**config.mk**
```make
export PLATFORM = sky130hd
export DESIGN_NAME = spi_cmd_engine
export DESIGN_NICKNAME = d
export VERILOG_FILES = /design/src/rtl/spi_cmd_pkg.sv /design/src/rtl/spi_cmd_regs.sv /design/src/rtl/spi_cmd_fifo.sv /design/src/rtl/spi_cmd_shifter.sv /design/src/rtl/spi_cmd_engine.sv
export SDC_FILE = /design/constraint.sdc
export NUM_CORES = 1
export LEC_CHECK = 0
export ABC_AREA = 1
export BUFFER_PORTS_ARGS = -buffer_cell sky130_fd_sc_hd__buf_2
export CORE_MARGIN = 2
export CORE_UTILIZATION = 55
export DETAILED_ROUTE_END_ITERATION = 10
export PLACE_DENSITY = 0.83
export SLEW_MARGIN = 20
export SYNTH_ARGS = -nofsm -noshare
export SYNTH_HDL_FRONTEND = slang
export SYNTH_SLANG_ARGS = --single-unit
```
**constraint.sdc**
```tcl
create_clock -name clk -period 6.4 [get_ports clk]
set_input_delay 0.96 -clock clk [delete_from_list [all_inputs] [get_ports clk]]
set_output_delay 0.96 -clock clk [all_outputs]
set_load 0.01 [all_outputs]
```
**src/rtl/spi_cmd_pkg.sv**
```systemverilog
package spi_cmd_pkg;

  // Byte offsets of the register window; software depends on these.
  localparam logic [3:0] OFS_OPCODE = 4'h0;
  localparam logic [3:0] OFS_COUNT  = 4'h1;
  localparam logic [3:0] OFS_CTRL   = 4'h2;
  localparam logic [3:0] OFS_STAT   = 4'h3;
  localparam logic [3:0] OFS_DATA   = 4'hC;
  localparam logic [3:0] OFS_PTR    = 4'hD;

  // Bit positions inside the control and status bytes.
  localparam int CTRL_GO_BIT   = 0;
  localparam int CTRL_CLR_BIT  = 4;
  localparam int STAT_BUSY_BIT = 7;

  typedef enum logic [1:0] {
    ENG_IDLE,
    ENG_SHIFT,
    ENG_TAIL
  } eng_state_t;

endpackage

```
**src/rtl/spi_cmd_regs.sv**
```systemverilog
module spi_cmd_regs
  import spi_cmd_pkg::*;
#(
  parameter int PTR_W = 3
) (
  input  logic             clk,
  input  logic             rst,
  input  logic [3:0]       bus_addr,
  input  logic             bus_wr,
  input  logic [7:0]       bus_wdata,
  input  logic             bus_rd,
  output logic [7:0]       bus_rdata,
  input  logic             busy,
  input  logic [PTR_W-1:0] fifo_ptr,
  input  logic [7:0]       fifo_rdata,
  output logic [7:0]       opcode,
  output logic [3:0]       tx_field,
  output logic [3:0]       rx_field,
  output logic             go,
  output logic             ptr_clr,
  output logic             fifo_wr,
  output logic             fifo_rd
);

  logic [7:0] opcode_q;
  logic [7:0] count_q;
  logic [7:0] rdata_q;
  logic       data_sel_q;
  logic       cfg_wr_ok;

  assign cfg_wr_ok = bus_wr && !busy;
  assign go        = cfg_wr_ok && (bus_addr == OFS_CTRL) && bus_wdata[CTRL_GO_BIT];
  assign ptr_clr   = cfg_wr_ok && (bus_addr == OFS_CTRL) && bus_wdata[CTRL_CLR_BIT];
  assign fifo_wr   = bus_wr && (bus_addr == OFS_DATA);
  assign fifo_rd   = bus_rd && (bus_addr == OFS_DATA);

  assign opcode   = opcode_q;
  assign tx_field = count_q[3:0];
  assign rx_field = count_q[7:4];

  always_ff @(posedge clk) begin
    if (rst) begin
      opcode_q <= '0;
      count_q  <= '0;
    end else if (cfg_wr_ok) begin
      if (bus_addr == OFS_OPCODE) opcode_q <= bus_wdata;
      if (bus_addr == OFS_COUNT)  count_q  <= bus_wdata;
    end
  end

  always_ff @(posedge clk) begin
    if (rst) begin
      rdata_q    <= '0;
      data_sel_q <= 1'b0;
    end else if (bus_rd) begin
      data_sel_q <= (bus_addr == OFS_DATA);
      unique case (bus_addr)
        OFS_OPCODE: rdata_q <= opcode_q;
        OFS_COUNT:  rdata_q <= count_q;
        OFS_CTRL:   rdata_q <= {7'b0, busy};
        OFS_STAT:   rdata_q <= {busy, 7'b0};
        OFS_PTR:    rdata_q <= 8'(fifo_ptr);
        default:    rdata_q <= '0;
      endcase
    end
  end

  assign bus_rdata = data_sel_q ? fifo_rdata : rdata_q;

  AST_OPCODE_FROZEN: assert property (@(posedge clk) disable iff (rst)
    (busy && bus_wr && bus_addr == OFS_OPCODE) |=> $stable(opcode_q));
  AST_COUNT_FROZEN: assert property (@(posedge clk) disable iff (rst)
    (busy && bus_wr && bus_addr == OFS_COUNT) |=> $stable(count_q));

endmodule

```
**src/rtl/spi_cmd_fifo.sv**
```systemverilog
module spi_cmd_fifo #(
  parameter int DEPTH = 8,
  parameter int PTR_W = 3
) (
  input  logic             clk,
  input  logic             rst,
  input  logic             clr,
  input  logic             host_wr,
  input  logic             host_rd,
  input  logic [7:0]       host_wdata,
  output logic [7:0]       host_rdata,
  output logic [PTR_W-1:0] ptr,
  input  logic [PTR_W-1:0] eng_raddr,
  output logic [7:0]       eng_rdata,
  input  logic             eng_we,
  input  logic [PTR_W-1:0] eng_waddr,
  input  logic [7:0]       eng_wdata
);

  logic [7:0]       mem [DEPTH];
  logic [PTR_W-1:0] ptr_q;
  logic [7:0]       host_rdata_q;
  logic [7:0]       eng_rdata_q;

  // Storage: one write port shared by engine (priority) and host, registered reads.
  always_ff @(posedge clk) begin
    if (eng_we) begin
      mem[eng_waddr] <= eng_wdata;
    end else if (host_wr) begin
      mem[ptr_q] <= host_wdata;
    end
    if (host_rd) host_rdata_q <= mem[ptr_q];
    eng_rdata_q <= mem[eng_raddr];
  end

  always_ff @(posedge clk) begin
    if (rst) begin
      ptr_q <= '0;
    end else if (clr) begin
      ptr_q <= '0;
    end else if (host_wr || host_rd) begin
      ptr_q <= ptr_q + 1'b1;
    end
  end

  assign ptr        = ptr_q;
  assign host_rdata = host_rdata_q;
  assign eng_rdata  = eng_rdata_q;

  AST_PTR_STEP: assert property (@(posedge clk) disable iff (rst)
    ((host_wr || host_rd) && !clr) |=> ptr_q == PTR_W'($past(ptr_q) + 1'b1));
  AST_PTR_CLEAR: assert property (@(posedge clk) disable iff (rst)
    clr |=> ptr_q == '0);

endmodule

```
**src/rtl/spi_cmd_shifter.sv**
```systemverilog
module spi_cmd_shifter
  import spi_cmd_pkg::*;
#(
  parameter int SCK_DIV = 4,
  parameter int DEPTH   = 8,
  parameter int PTR_W   = 3
) (
  input  logic             clk,
  input  logic             rst,
  input  logic             go,
  input  logic [7:0]       opcode,
  input  logic [3:0]       tx_field,
  input  logic [3:0]       rx_field,
  output logic             busy,
  output logic [PTR_W-1:0] eng_raddr,
  input  logic [7:0]       eng_rdata,
  output logic             eng_we,
  output logic [PTR_W-1:0] eng_waddr,
  output logic [7:0]       eng_wdata,
  output logic             sck,
  output logic             cs_n,
  output logic             mosi,
  input  logic             miso
);

  localparam int HALF = SCK_DIV / 2;
  localparam int DW   = (SCK_DIV > 2) ? $clog2(SCK_DIV) : 1;
  localparam int NB_W = $clog2(DEPTH + 17);

  eng_state_t       state_q;
  logic [DW-1:0]    div_q;
  logic [2:0]       bit_q;
  logic [NB_W-1:0]  byte_q;
  logic [NB_W-1:0]  last_q;
  logic [NB_W-1:0]  txn_q;
  logic [PTR_W-1:0] didx_q;
  logic [PTR_W-1:0] widx_q;
  logic [7:0]       sh_q;
  logic [7:0]       rx_q;
  logic             sck_q;
  logic             cs_n_q;

  logic [NB_W-1:0]  tx_eff;
  logic [NB_W-1:0]  rx_eff;
  logic [NB_W-1:0]  nb_total;
  logic             div_mid;
  logic             div_end;
  logic             byte_end;

  // Count decoding: clamp outgoing count, drop the extra reply unit when nothing is sent.
  always_comb begin
    tx_eff = (tx_field > DEPTH) ? NB_W'(DEPTH) : NB_W'(tx_field);
    if (tx_field == 4'd0) begin
      rx_eff = (rx_field == 4'd0) ? '0 : NB_W'(rx_field - 4'd1);
    end else begin
      rx_eff = NB_W'(rx_field);
    end
    nb_total = NB_W'(1) + tx_eff + rx_eff;
  end

  assign div_mid  = (div_q == DW'(HALF - 1));
  assign div_end  = (div_q == DW'(SCK_DIV - 1));
  assign byte_end = (state_q == ENG_SHIFT) && div_end && (bit_q == 3'd7);

  always_ff @(posedge clk) begin
    if (rst) begin
      state_q <= ENG_IDLE;
      div_q   <= '0;
      bit_q   <= '0;
      byte_q  <= '0;
      last_q  <= '0;
      txn_q   <= '0;
      didx_q  <= '0;
      widx_q  <= '0;
      sh_q    <= '0;
      rx_q    <= '0;
      sck_q   <= 1'b0;
      cs_n_q  <= 1'b1;
    end else begin
      unique case (state_q)
        ENG_IDLE: begin
          if (go) begin
            state_q <= ENG_SHIFT;
            cs_n_q  <= 1'b0;
            div_q   <= '0;
            bit_q   <= '0;
            byte_q  <= '0;
            last_q  <= nb_total - 1'b1;
            txn_q   <= tx_eff;
            didx_q  <= '0;
            widx_q  <= tx_eff[PTR_W-1:0];
            sh_q    <= opcode;
          end
        end
        ENG_SHIFT: begin
          div_q <= div_end ? '0 : div_q + 1'b1;
          if (div_mid) begin
            sck_q <= 1'b1;
            rx_q  <= {rx_q[6:0], miso};
          end
          if (div_end) begin
            sck_q <= 1'b0;
            if (bit_q == 3'd7) begin
              bit_q <= '0;
              if (byte_q > txn_q) widx_q <= widx_q + 1'b1;
              if (byte_q == last_q) begin
                state_q <= ENG_TAIL;
                sh_q    <= '0;
              end else begin
                byte_q <= byte_q + 1'b1;
                if (byte_q < txn_q) begin
                  sh_q   <= eng_rdata;
                  didx_q <= didx_q + 1'b1;
                end else begin
                  sh_q <= '0;
                end
              end
            end else begin
              bit_q <= bit_q + 1'b1;
              sh_q  <= {sh_q[6:0], 1'b0};
            end
          end
        end
        ENG_TAIL: begin
          div_q <= div_end ? '0 : div_q + 1'b1;
          if (div_end) begin
            cs_n_q  <= 1'b1;
            state_q <= ENG_IDLE;
          end
        end
        default: state_q <= ENG_IDLE;
      endcase
    end
  end

  assign busy      = (state_q != ENG_IDLE);
  assign eng_raddr = didx_q;
  assign eng_we    = byte_end && (byte_q > txn_q);
  assign eng_waddr = widx_q;
  assign eng_wdata = rx_q;
  assign sck       = sck_q;
  assign cs_n      = cs_n_q;
  assign mosi      = sh_q[7];

  AST_SCK_IN_FRAME: assert property (@(posedge clk) disable iff (rst)
    sck_q |-> !cs_n_q);
  AST_MOSI_HOLD_ON_RISE: assert property (@(posedge clk) disable iff (rst)
    $rose(sck_q) |-> $stable(sh_q[7]));
  AST_IDLE_QUIET: assert property (@(posedge clk) disable iff (rst)
    (state_q == ENG_IDLE) |-> (cs_n_q && !sck_q && !sh_q[7]));
  AST_GO_SELECTS: assert property (@(posedge clk) disable iff (rst)
    (go && state_q == ENG_IDLE) |=> (!cs_n_q && busy));
  AST_BYTE_LIMIT: assert property (@(posedge clk) disable iff (rst)
    busy |-> (byte_q <= last_q && txn_q <= NB_W'(DEPTH)));

endmodule

```
**src/rtl/spi_cmd_engine.sv**
```systemverilog
module spi_cmd_engine #(
  parameter int SCK_DIV    = 4,
  parameter int FIFO_DEPTH = 8
) (
  input  logic       clk,
  input  logic       rst,
  input  logic [3:0] bus_addr,
  input  logic       bus_wr,
  input  logic [7:0] bus_wdata,
  input  logic       bus_rd,
  output logic [7:0] bus_rdata,
  output logic       spi_sck,
  output logic       spi_cs_n,
  output logic       spi_mosi,
  input  logic       spi_miso
);

  localparam int PTR_W = $clog2(FIFO_DEPTH);

  logic             busy;
  logic [PTR_W-1:0] fifo_ptr;
  logic [7:0]       fifo_host_rdata;
  logic [7:0]       opcode;
  logic [3:0]       tx_field;
  logic [3:0]       rx_field;
  logic             go;
  logic             ptr_clr;
  logic             fifo_wr;
  logic             fifo_rd;
  logic [PTR_W-1:0] eng_raddr;
  logic [7:0]       eng_rdata;
  logic             eng_we;
  logic [PTR_W-1:0] eng_waddr;
  logic [7:0]       eng_wdata;

  spi_cmd_regs #(.PTR_W(PTR_W)) u_regs (
    .clk        (clk),
    .rst        (rst),
    .bus_addr   (bus_addr),
    .bus_wr     (bus_wr),
    .bus_wdata  (bus_wdata),
    .bus_rd     (bus_rd),
    .bus_rdata  (bus_rdata),
    .busy       (busy),
    .fifo_ptr   (fifo_ptr),
    .fifo_rdata (fifo_host_rdata),
    .opcode     (opcode),
    .tx_field   (tx_field),
    .rx_field   (rx_field),
    .go         (go),
    .ptr_clr    (ptr_clr),
    .fifo_wr    (fifo_wr),
    .fifo_rd    (fifo_rd)
  );

  spi_cmd_fifo #(.DEPTH(FIFO_DEPTH), .PTR_W(PTR_W)) u_fifo (
    .clk        (clk),
    .rst        (rst),
    .clr        (ptr_clr),
    .host_wr    (fifo_wr),
    .host_rd    (fifo_rd),
    .host_wdata (bus_wdata),
    .host_rdata (fifo_host_rdata),
    .ptr        (fifo_ptr),
    .eng_raddr  (eng_raddr),
    .eng_rdata  (eng_rdata),
    .eng_we     (eng_we),
    .eng_waddr  (eng_waddr),
    .eng_wdata  (eng_wdata)
  );

  spi_cmd_shifter #(.SCK_DIV(SCK_DIV), .DEPTH(FIFO_DEPTH), .PTR_W(PTR_W)) u_shifter (
    .clk       (clk),
    .rst       (rst),
    .go        (go),
    .opcode    (opcode),
    .tx_field  (tx_field),
    .rx_field  (rx_field),
    .busy      (busy),
    .eng_raddr (eng_raddr),
    .eng_rdata (eng_rdata),
    .eng_we    (eng_we),
    .eng_waddr (eng_waddr),
    .eng_wdata (eng_wdata),
    .sck       (spi_sck),
    .cs_n      (spi_cs_n),
    .mosi      (spi_mosi),
    .miso      (spi_miso)
  );

endmodule

```
==> Word-level counts from Yosys, hierarchy flattened <==
Memory sizes are Yosys's and may differ from the RTL's. A register that Yosys moved wholly into a read port is not among the register bits.
Cells that the tools add are included.
{ "classes": {"n_mux": 52, "reduce_logical": 35, "n_addsub": 10, "eq_ne": 19, "magnitude_cmp": 3} }
{ "ops": {"columns": ["op", "count"], "rows": [
  ["$mux 8", 7],
  ["$pmux 8 s5", 1],
  ["$mux 3", 12],
  ["$mux 5", 6],
  ["$pmux 3 s2", 3],
  ["$pmux 8 s2", 1],
  ["$reduce_and 5->1", 3],
  ["$mux 2", 7],
  ["$add 3x1->3 const B", 4],
  ["$logic_not 4->1", 3],
  ["$ne 2x2->1 const B", 6],
  ["$reduce_and 2->1", 6],
  ["$mux 1", 10],
  ["$pmux 5 s2", 1],
  ["$reduce_bool 2->1", 5],
  ["$logic_and 1x1->1", 9],
  ["$eq 4x2->1 const B", 2],
  ["$eq 4x4->1 const B", 2],
  ["$reduce_or 8->1", 1],
  ["$pmux 2 s3", 1],
  ["$reduce_and 3->1", 2],
  ["$reduce_and 6->1", 1],
  ["$add 1x5->5 const A", 1],
  ["$add 5x1->5 const B", 1],
  ["20 further kinds", 24]
]} }
{ "word_totals": {"wordCells": 137, "in_bits": 17, "out_inout_bits": 11, "mem_count": 1, "register_bits": 74, "ramBits": 64} }
{ "mem_list": {"columns": ["memory", "depth", "width", "read_ports", "rd_clocked_by_memory_dff", "wr", "line_no", "text"], "rows": [
  ["u_fifo.mem", 8, 8, 2, 2, 1, "spi_cmd_fifo.sv:20", "logic [7:0] mem [DEPTH];"]
]} }

==> Logic depth before layout (Yosys ltp) <==
Gate-level depths: netlist of run 1.
{ "logic_depth": {"depth_word": 8, "depth_mapped": 15, "ltp_nobuf": 15} }

==> Hierarchy <==
Synthesis of run 1 repeated with hierarchy kept, for this count alone.
{ "unflattened": {"hier_cells": 1024, "area_unflattened_um2": 8067.7} }
{ "by_module_without_submodules": {"columns": ["mod", "cells_each", "instances", "area_per_inst_um2", "seq_area_each_um2"], "rows": [
  ["spi_cmd_fifo", 518, 1, 4249.1, 2382.3],
  ["spi_cmd_shifter", 345, 1, 2548.7, 900.9],
  ["spi_cmd_regs", 161, 1, 1270.0, 500.5]
]} }

==> Worst setup path after synthesis of run 1 <==
No wires, ideal clock.
{ "synth_path": {"path_kind": "input to register", "start": "input port bus_addr[0]", "end": "memory u_fifo.mem[7][0], enable pin", "t_required_ps": 6030, "arrival_ps": 2224, "cell_stages": 7, "setup_ps": 370, "path_slack_ps": 3806, "path_buffers": 0, "cell_sequence": "nor2_1 -> nand2_1 -> nor2_2 -> nand2_4 -> o21ai_0 -> nand2_1 -> nor2_1"} }
{ "synth_via": {"elab_chain_cells": 7, "elab_cells_between_ends": 8, "classes_between": "eq/ne: 1; mux: 5; reduce/logical: 2"} }
{ "synth_lines": {"columns": ["item", "line_no", "text"], "rows": [
  ["start, declared", "spi_cmd_engine.sv:7", "input logic [3:0] bus_addr,"],
  ["$eq 4x4->1 *", "spi_cmd_regs.sv:34", "assign fifo_wr = bus_wr && (bus_addr == OFS_DATA);"],
  ["$logic_and 1x1->1 *", "spi_cmd_regs.sv:34", null],
  ["$mux 1 *", "spi_cmd_fifo.sv:29", "end else if (host_wr) begin"],
  ["$mux 1 *", "spi_cmd_fifo.sv:27", "if (eng_we) begin"],
  ["$mux 1 (implied by the code) *", "spi_cmd_fifo.sv:30", "mem[ptr_q] <= host_wdata;"],
  ["$reduce_or 8->1 (no source line)", null, null],
  ["$mux 3 (no source line) / $mux 1 (equally long branches)", null, null],
  ["end, declared", "spi_cmd_fifo.sv:20", null]
]} }
Every way passes the cells marked *; elsewhere a longest branch is shown, timed or not.

==> Final worst setup path of run 1 <==
{ "layout_path": {"start": "register u_shifter.state_q[1]", "end": "memory u_fifo.mem[4][4], enable pin"} }
{ "layout_via": {"elab_chain_cells": 8, "elab_cells_between_ends": 11, "classes_between": "eq/ne: 1; mux: 6; reduce/logical: 4"} }
{ "layout_lines": {"columns": ["item", "line_no", "text"], "rows": [
  ["start, declared", "spi_cmd_shifter.sv:30", "eng_state_t state_q;"],
  ["start signal, assigned", "spi_cmd_shifter.sv:67", "state_q <= ENG_IDLE;"],
  ["start signal, assigned", "spi_cmd_shifter.sv:83", "state_q <= ENG_SHIFT;"],
  ["start signal, assigned", "spi_cmd_shifter.sv:107", "state_q <= ENG_TAIL;"],
  ["$eq 2x1->1 *", "spi_cmd_shifter.sv:63", "assign byte_end = (state_q == ENG_SHIFT) && div_end && (bit_q == 3'd7);"],
  ["$logic_and 1x1->1 * (2 in series)", "spi_cmd_shifter.sv:63", null],
  ["$logic_and 1x1->1 *", "spi_cmd_shifter.sv:138", "assign eng_we = byte_end && (byte_q > txn_q);"],
  ["$mux 1", "spi_cmd_fifo.sv:27", null],
  ["$mux 1 (implied by the code)", "spi_cmd_fifo.sv:30", null],
  ["$reduce_or 8->1 (no source line)", null, null],
  ["$mux 3 (no source line) / $mux 1 (equally long branches)", null, null]
]} }
Marks and branches as above.

==> impl_metrics.ini, run 1 <==
[yosys]
netlist_top_cells_count = nand2_1, o21ai_0, nor2_1, a21oi_1, inv_1
synth_adder_area_share_pct = 3.611
synth_edf_count = 72
ys.flop_type = dfxtp_1
synth_area_sq_um = 7485
synthSimpleGateAreaFrac_pct = 17.60
synth.most_common_cell = nand2_1
synth-compound-area-share_pct = 19.12
syn_area_per_cell_sq_um = 8.270
netlist.area_leader.share_pct = 28.89
synthArstFlopShare_pct = 0
muxShareOfSynthArea_pct = 1.204
synth-seq-area-share_pct = 50.55
syn_inst = 905
yosysTopAreaCell = edfxtp_1
syn-num-nets = 943
synth_top_family_by_area = compound AO/OA/AOI/OAI gates
synth-seq-cells = 153
synth-xor-area-share_pct = 1.053
synthTopCellsByArea = edfxtp_1, dfxtp_1, o21ai_0
synth_cell_types = 40
yosysWarnings = 0

[clock_network]
cts_buffer_depth = 2
clockRootBuffer = clkbuf_16
clk_latency_ns = 0.44
clk_pin_slew_ns = 0.06
postCtsHoldBufs = 0
h-tree-depth = 4
cts_buffers = 17
post_cts_buffers = 0
cts_resized = 0
clock-sinks = 153
cts_tree = built

[worst_setup_path]
cp_max_fo = 21
reg2reg_to = u_fifo.mem[4][4]
cp.required_ns = 6.47
r2r-start = u_shifter.state_q[1]
critPathLaunch = u_shifter.state_q[1]
startpoint_type = flip-flop
arrival_ns = 3.19
r2r.worst_path.cells = 8
max_stage_delay_ns = 0.66
crit_path_end = u_fifo.mem[4][4]
cp-end-kind = flip-flop
crit_chain = inv_1 -> ha_1 -> nand2_1 -> nor2_1 -> nand3_2 -> o21ai_0 -> nand3_1 -> nor2_1
critPathBufInv = 1
critical-path-top-delay-family = simple AND/OR/NAND/NOR gates
crit_cells = 8
crit_top_cell = nor2_1
r2r_setup_slack_ns = 3.28
criticalPathCategory = reg2reg
cpMaxStageDelayCell = ha_1

[floorplan]
die_h_microns = 120.7
dieArea_sq_um = 14560
fp.dieW_microns = 120.7
core_area_sq_um = 13240
ioPinCount = 28
start_util_pct = 56.52
rows = 42

[sta]
finalHoldViolCount = 0
fmax_mhz = 320.1
rsz0062_at_grt = false
maxSlewViolCount = 0
min_period_ns = 3.124
holdWs_ns = 0.4549
fin_skew_ns = 0.009982
slew-limit-headroom_pct = 32.06
min_period_over_period_pct = 48.82
finalSetupViolCount = 0
tightest_slew_ns = 1.008
finalSetupTns_ns = 0

[placed_design]
port_buffers = 27
hpwl_mm = 13.43
globalplace.congestion = 0.9120
dpl-instance-area_sq_um = 7715

[final_layout]
fin_nets = 954
fill_cells = 1071
seq_area_sq_um = 3784
fin_util_pct = 62.71
insertedDiodeCount = 0
syn2layout_area_growth_pct = 10.95
drive_gt1_share_pct = 10.01
multi_input_area_sq_um = 3188
design_area_sq_um = 8304

[grt]
overflow = 0
grt_first_pass_wirelength_mm = 30.80
grt_pass1_vias = 5942
antenna_found_initial = 0
grt.total_usage_pct = 27.76
grt_max_degree = 59

[run]
maxCapViolCount = 0

[drt]
routed_wl_mm = 19.43
vias = 6530
wire_per_inst_microns = 17.58
drt_iter0_markers = 839
firstDrtPassIters = 8
postRouteAntennaNets = 0
viasPerCell = 5.910
drc = 0

[outcome]
status = finished, final reports clean

[pwr]
ir_drop_mv = 0.2738
leakagePower_nw = 3.180
power_density_nw_per_um2 = 316.9
finalPower_mw = 2.632

[hold_path]
min_path_type = reg2reg
## cells by family after synthesis
logic type / Yosys count
and+or+nand+nor: 315
AOI/OAI and AO/OA: 266
DFF: 153
buffers and inverters: 133
adders and majority gates: 21
xor gates and xnor gates: 9
muxes: 8
## final cells by class
cell class | instances | share of cell area [%]
sequential | 153 | 45.56
inverter | 93 | 4.219
timing repair buffer | 32 | 2.079
multi-input combinational | 619 | 38.39
clock buffer | 17 | 5.123
clock inverter | 15 | 1.974
tap | 176 | 2.652
## worst min-delay path by stage
stage / slack, ns / endpoint / cells past startpoint / startpoint
3_5_place_dp: 0.44 / u_shifter.cs_n / 2 / u_shifter.cs_n
5_1_grt: 0.47 / u_shifter.cs_n / 2 / u_shifter.cs_n
2_1_floorplan: 0.44 / u_shifter.txn_q[3] / 2 / u_shifter.txn_q[3]
6_report: 0.45 / u_shifter.cs_n / 2 / u_shifter.cs_n
3_3_place_gp: 0.44 / u_shifter.cs_n / 2 / u_shifter.cs_n
4_1_cts: 0.46 / u_shifter.cs_n / 2 / u_shifter.cs_n
## power breakdown
group,switching [mW],total [mW],internal (mW)
Combinational,0.355,0.505,0.149
Sequential,0.0371,1.12,1.08
Clock,0.423,1.01,0.582
## worst min-delay path, stage by stage (launching register included)
cell,delay [ns]
dfxtp_1,0.33
nand2_1,0.05
nand3_1,0.05
## through the flow
step           cells  setup slack, ns
2_1_floorplan    905            3.806
3_3_place_gp    1073            3.298
3_5_place_dp    1073            3.174
4_1_cts         1105            3.342
5_1_grt         1105            3.014
6_report        1105            3.276
## flip-flops by register name, indices dropped and copies added (netlist names), 8 cells and up
signal	cells
u_shifter.sh_q	8
u_shifter.eng_wdata	8
u_regs.opcode	8
u_regs.count_q	8
u_fifo.eng_rdata	8
u_fifo.mem	64
u_fifo.host_rdata	8
u_regs.rdata_q	8
## layout by cell type, fill, tap and decap left out, drive strengths merged, types with 4 or more instances in the layout
cell type / count
a21oi: 93
nor2: 112
inv: 93
o22ai: 6
nand2: 158
a31oi: 17
ha: 20
nand3: 35
buf: 32
xnor2: 6
mux2: 8
o211ai: 16
clkinv: 12
dfxtp: 81
nor3: 4
edfxtp: 72
clkbuf: 17
o21ai: 128
## metal layers
layer | share of wire, % | GRT usage (%) | vias to the layer above | wire length [microns]
li1 | - | - | 3098 | -
met1 | 41 | 37.17 | 2990 | 7931
met2 | 43 | 40.36 | 372 | 8332
met3 | 12 | 10.52 | 70 | 2426
met4 | 3.8 | 11.63 | 0 | 735
met5 | 0 | 0 | - | 0
Note: power is estimated with default switching activity, not from simulation.
==> run 2, diff against run 1 <==
==> constraint.sdc (replaced) <==
create_clock -name clk -period 3.1 [get_ports clk]
set_input_delay 0.465 -clock clk [delete_from_list [all_inputs] [get_ports clk]]
set_output_delay 0.465 -clock clk [all_outputs]
set_load 0.01 [all_outputs]
==> run 2 against run 1 <==
  * Routed wire length is 2.7% higher
  * Flip-flop and latch count stayed put
  * Maximum frequency is 6.3% higher
  * Combinational power is 110% higher
  * Clock skew is 0.0019 ns higher
  * Clock-buffer cell count is 1 higher
  * Non-clock buffer count is 8 higher
  * Sequential share of layout area is 0.27 points lower
  * Highest routed layer unchanged
==> impl_metrics.ini, run 2 (synthesis results as in run 1) <==
[worst_setup_path]
startpoint_type = flip-flop
r2r-start = u_shifter.byte_q[3]
cp.required_ns = 3.18
arrival_ns = 3.02
cp-end-kind = flip-flop
criticalPathCategory = reg2reg
r2r.worst_path.cells = 11
reg2reg_to = u_fifo.mem[3][5]
cp_max_fo = 19
r2r_setup_slack_ns = 0.16

[grt]
grt.total_usage_pct = 28.32
antenna_found_initial = 0
grt_first_pass_wirelength_mm = 31.36
grt_pass1_vias = 5932
grt_max_degree = 42
overflow = 0

[final_layout]
final_cell_mix = nand2_1, o21ai_0, nor2_1
syn2layout_area_growth_pct = 11.60
drive_gt1_share_pct = 10.78
top_register = u_fifo.mem
insertedDiodeCount = 0
design_area_sq_um = 8353
fin_cells = 1113
mostFrequentLayoutCell = nand2_1
fin_nets = 962
largest_register_ffs = 64

[pwr]
p_clk_share_pct = 37.4
combPwrFrac_pct = 19.4
finalPower_mw = 5.396
power_density_nw_per_um2 = 646.0
power_frac_seq_pct = 43.2
leakagePower_nw = 3.211
p_int_mw = 3.633
ir_drop_mv = 0.4568
power_switching_mw = 1.762
switching_share_pct = 32.66

[drt]
drt_iter0_markers = 1026
vias = 6584
drc = 0
postRouteAntennaNets = 0
wire_per_inst_microns = 17.92
routed_wl_mm = 19.94
firstDrtPassIters = 6
viasPerCell = 5.916

[sta]
rsz0062_at_grt = false
maxSlewViolCount = 0
fmax_mhz = 340.3
finalSetupViolCount = 0
finalHoldViolCount = 0
min_period_ns = 2.939
fin_skew_ns = 0.01192
holdWs_ns = 0.2858
min_period_over_period_pct = 94.80
slew-limit-headroom_pct = 35.17
tightest_slew_ns = 0.9714
finalSetupTns_ns = 0

[placed_design]
place_inst = 1081
globalplace.congestion = 0.9631
port_buffers = 27
dpl-instance-area_sq_um = 7775
hpwl_mm = 13.90

[outcome]
status = finished, final reports clean

[clock_network]
clockRootBuffer = clkbuf_16
clk_latency_ns = 0.44
clock-sinks = 153
cts_buffer_depth = 2
h-tree-depth = 4
clk_pin_slew_ns = 0.07
cts_buffers = 17
post_cts_buffers = 0
cts_tree = built

[floorplan]
die_h_microns = 120.7
start_util_pct = 56.52
ioPinCount = 28
rows = 42
dieArea_sq_um = 14560
core_area_sq_um = 13240
fp.dieW_microns = 120.7

[hold_path]
min_path_type = in2reg
worstHoldEndpoint = u_shifter.eng_wdata[0]
hp-start = spi_miso
hold_depth = 3

[run]
maxCapViolCount = 0
run 2: cell type report:
cell class | instances | area (sq um)
clock buffer | 18 | 429.2
clock inverter | 14 | 146.4
fill | 1038 | 4890
inverter | 93 | 350.3
multi-input combinational | 619 | 3191
sequential | 153 | 3784
tap | 176 | 220.2
timing repair buffer | 40 | 232.7
run 2: power groups by stage:
| stage | sequential, mW | combinational, mW | clock (mW) |
|---|---|---|---|
| after floorplan | 2.34 | 0.777 | 0 |
| after global placement | 2.37 | 0.992 | 0 |
| after detailed placement | 2.37 | 1.01 | 0 |
| after CTS | 2.33 | 1.03 | 2.02 |
| after global routing | 2.34 | 1.17 | 2.09 |
| final | 2.33 | 1.05 | 2.02 |
run 2: metrics by stage:
stage / utilization (%) / worst slack [ns]
2_1_floorplan: - / 0.8616
3_3_place_gp: 58.71 / 0.5017
3_5_place_dp: 58.71 / 0.3204
4_1_cts: 63.06 / 0.2220
5_1_grt: 63.08 / 0.001867
6_report: 63.08 / 0.1613
run 2: worst max-delay path by stage:
stage                             start                to  slack, ns  cells past startpoint
detailed placement          bus_addr[0]  u_fifo.mem[0][1]       0.32                      8
global route        u_shifter.byte_q[3]  u_fifo.mem[3][0]      0.002                     11
CTS                 u_shifter.byte_q[3]  u_fifo.mem[0][5]       0.22                     11
finish              u_shifter.byte_q[3]  u_fifo.mem[3][5]       0.16                     11
global placement    u_shifter.byte_q[3]  u_fifo.mem[1][3]       0.50                     11
floorplan           u_shifter.byte_q[2]  u_fifo.mem[7][0]       0.86                     10
run 2: critical path, stage by stage (launching register included):
cell	delay (ns)
dfxtp_1	0.37
ha_1	0.30
inv_1	0.04
nor2_1	0.20
nand3_1	0.13
nand3_2	0.13
nand3_2	0.19
nand2_4	0.24
nand2_1	0.10
o21ai_0	0.19
nand2_1	0.15
nor2_1	0.54
run 2: what timing repair did:
| item | 4_1_cts | 5_1_grt |
|---|---|---|
| hold buffers | 0 | 0 |
| gates resized for setup | 0 | 1 |
| hold endpoints to repair | 0 | 0 |
| endpoints found under the setup margin | 0 | 8 |
run 2: layer usage:
| metal | routed length [microns] | track usage (%) | vias up |
|---|---|---|---|
| li1 | - | - | 3114 |
| met3 | 2483 | 5.896 | 60 |
| met5 | 0 | 0 | - |
| met2 | 8762 | 42.76 | 419 |
| met1 | 8070 | 39.88 | 2991 |
| met4 | 625 | 11.48 | 0 |
==> run 3, diff against run 2 <==
--- a/config.mk
+++ b/config.mk
@@ -9,6 +9,7 @@
 export BUFFER_PORTS_ARGS = -buffer_cell sky130_fd_sc_hd__buf_2
 export CORE_MARGIN = 2
 export CORE_UTILIZATION = 55
+export CTS_BUF_LIST = sky130_fd_sc_hd__clkbuf_16
 export DETAILED_ROUTE_END_ITERATION = 10
 export PLACE_DENSITY = 0.83
 export SLEW_MARGIN = 20
==> run 3 against run 2 <==
  * Critical path depth did not move
  * Sequential power barely moved
  * Worst hold slack improved by 0.0032 ns
  * Register-to-register slack barely moved
  * Core utilization did not move
  * Total power fell by 0.13%
  * Maximum frequency fell by 0.12%
  * Critical path type unchanged
  * Largest cell class unchanged
==> impl_metrics.ini, run 3 (synthesis results as in run 1) <==
[clock_network]
cts_buffer_depth = 2
clk_latency_ns = 0.44
h-tree-depth = 4
clock-sinks = 153
cts_buffers = 17
cts_tree = built
postCtsHoldBufs = 0
clk_pin_slew_ns = 0.07
clockRootBuffer = clkbuf_16

[floorplan]
dieArea_sq_um = 14560
core_area_sq_um = 13240
fp.dieW_microns = 120.7
start_util_pct = 56.52
ioPinCount = 28
die_h_microns = 120.7
rows = 42

[final_layout]
design_area_sq_um = 8353
largest_register_ffs = 64
top_register = u_fifo.mem
fin_cells = 1113
insertedDiodeCount = 0
final_cell_mix = nand2_1, o21ai_0, nor2_1
fin_util_pct = 63.08
syn2layout_area_growth_pct = 11.60
fill_cells = 1038
mostFrequentLayoutCell = nand2_1
drive_gt1_share_pct = 10.78
fin_nets = 962

[worst_setup_path]
reg2reg_to = u_fifo.mem[3][5]
arrival_ns = 3.02
cp.required_ns = 3.17
cp_max_fo = 19
r2r.worst_path.cells = 11
criticalPathCategory = reg2reg
r2r_setup_slack_ns = 0.16
r2r-start = u_shifter.byte_q[3]
startpoint_type = flip-flop
cp-end-kind = flip-flop

[sta]
tightest_slew_ns = 0.9699
rsz0062_at_grt = false
finalSetupTns_ns = 0
slew-limit-headroom_pct = 35.27
layout_setup_ws_ns = 0.1579
min_period_ns = 2.942
min_period_over_period_pct = 94.91
fmax_mhz = 339.9
maxSlewViolCount = 0
finalSetupViolCount = 0
fin_skew_ns = 0.01230
holdWs_ns = 0.2889
finalHoldViolCount = 0

[placed_design]
port_buffers = 27
place_ws_ns = 0.3204
hpwl_mm = 13.90
globalplace.congestion = 0.9631
place_inst = 1081
dpl-instance-area_sq_um = 7775

[grt]
overflow = 0
grt.total_usage_pct = 28.32
antenna_found_initial = 0
grt_first_pass_wirelength_mm = 31.36
grt_pass1_vias = 5932
grt_max_degree = 42

[drt]
drt_iter0_markers = 1010
routed.top_layer = met4
m1WireLength_mm = 8.102
route.met2.wl_mm = 8.761
viasPerCell = 5.924
vias = 6593
dr_wl_met3_mm = 2.450
wire_per_inst_microns = 17.86
routed_wl_mm = 19.88
drc = 0
postRouteAntennaNets = 0
firstDrtPassIters = 7

[hold_path]
min_path_type = in2reg
worstHoldEndpoint = u_shifter.eng_wdata[0]
hold_depth = 3
hp-start = spi_miso

[pwr]
power_density_nw_per_um2 = 645.1
leakagePower_nw = 3.215
ir_drop_mv = 0.4532
finalPower_mw = 5.389

[run]
maxCapViolCount = 0

[outcome]
status = finished, final reports clean
run 3: changes by cell type in the layout (fill, tap and decap cells not counted):
cell,change
inv_1,+1
clkbuf_1,-1
run 3: worst max path at each step:
stage                   startpoint  slack (ns)                to  depth (start not counted)
2_1_floorplan  u_shifter.byte_q[2]        0.86  u_fifo.mem[7][0]                         10
3_3_place_gp   u_shifter.byte_q[3]        0.50  u_fifo.mem[1][3]                         11
3_5_place_dp           bus_addr[0]        0.32  u_fifo.mem[0][1]                          8
4_1_cts        u_shifter.byte_q[3]        0.22  u_fifo.mem[0][5]                         11
5_1_grt        u_shifter.byte_q[3]       0.002  u_fifo.mem[3][0]                         11
6_report       u_shifter.byte_q[3]        0.16  u_fifo.mem[3][5]                         11
run 3: cell type report:
class	count	area [sq um]	share of cell area, %
sequential	153	3784	45.30
multi-input combinational	619	3191	38.20
clock buffer	17	425.4	5.093
inverter	93	350.3	4.194
timing repair buffer	40	232.7	2.786
tap	176	220.2	2.636
clock inverter	15	150.1	1.797
run 3: worst max-delay path, cell delays in order (launching register included):
cell	delay, ns
dfxtp_1	0.37
ha_1	0.30
inv_1	0.04
nor2_1	0.19
nand3_1	0.13
nand3_2	0.13
nand3_2	0.19
nand2_4	0.24
nand2_1	0.10
o21ai_0	0.19
nand2_1	0.15
nor2_1	0.55
run 3: layer usage:
layer  global-route usage [%]  up-vias
met3                    5.896       54
li1                         -     3115
met2                    42.76      421
met5                        0        -
met4                    11.48        0
met1                    39.88     3003
run 3: what timing repair did:
| item | in CTS | in global routing |
|---|---|---|
| endpoints found under the setup margin | 0 | 8 |
| buffers inserted | 0 | 0 |
| hold endpoints to repair | 0 | 0 |
| resized for setup | 0 | 1 |
run 3: where the power goes:
| group | internal [mW] | switching, mW |
|---|---|---|
| sequential | 2.24 | 0.0932 |
| clock | 1.07 | 0.941 |
| combinational | 0.323 | 0.724 |
| total | 3.63 | 1.76 |
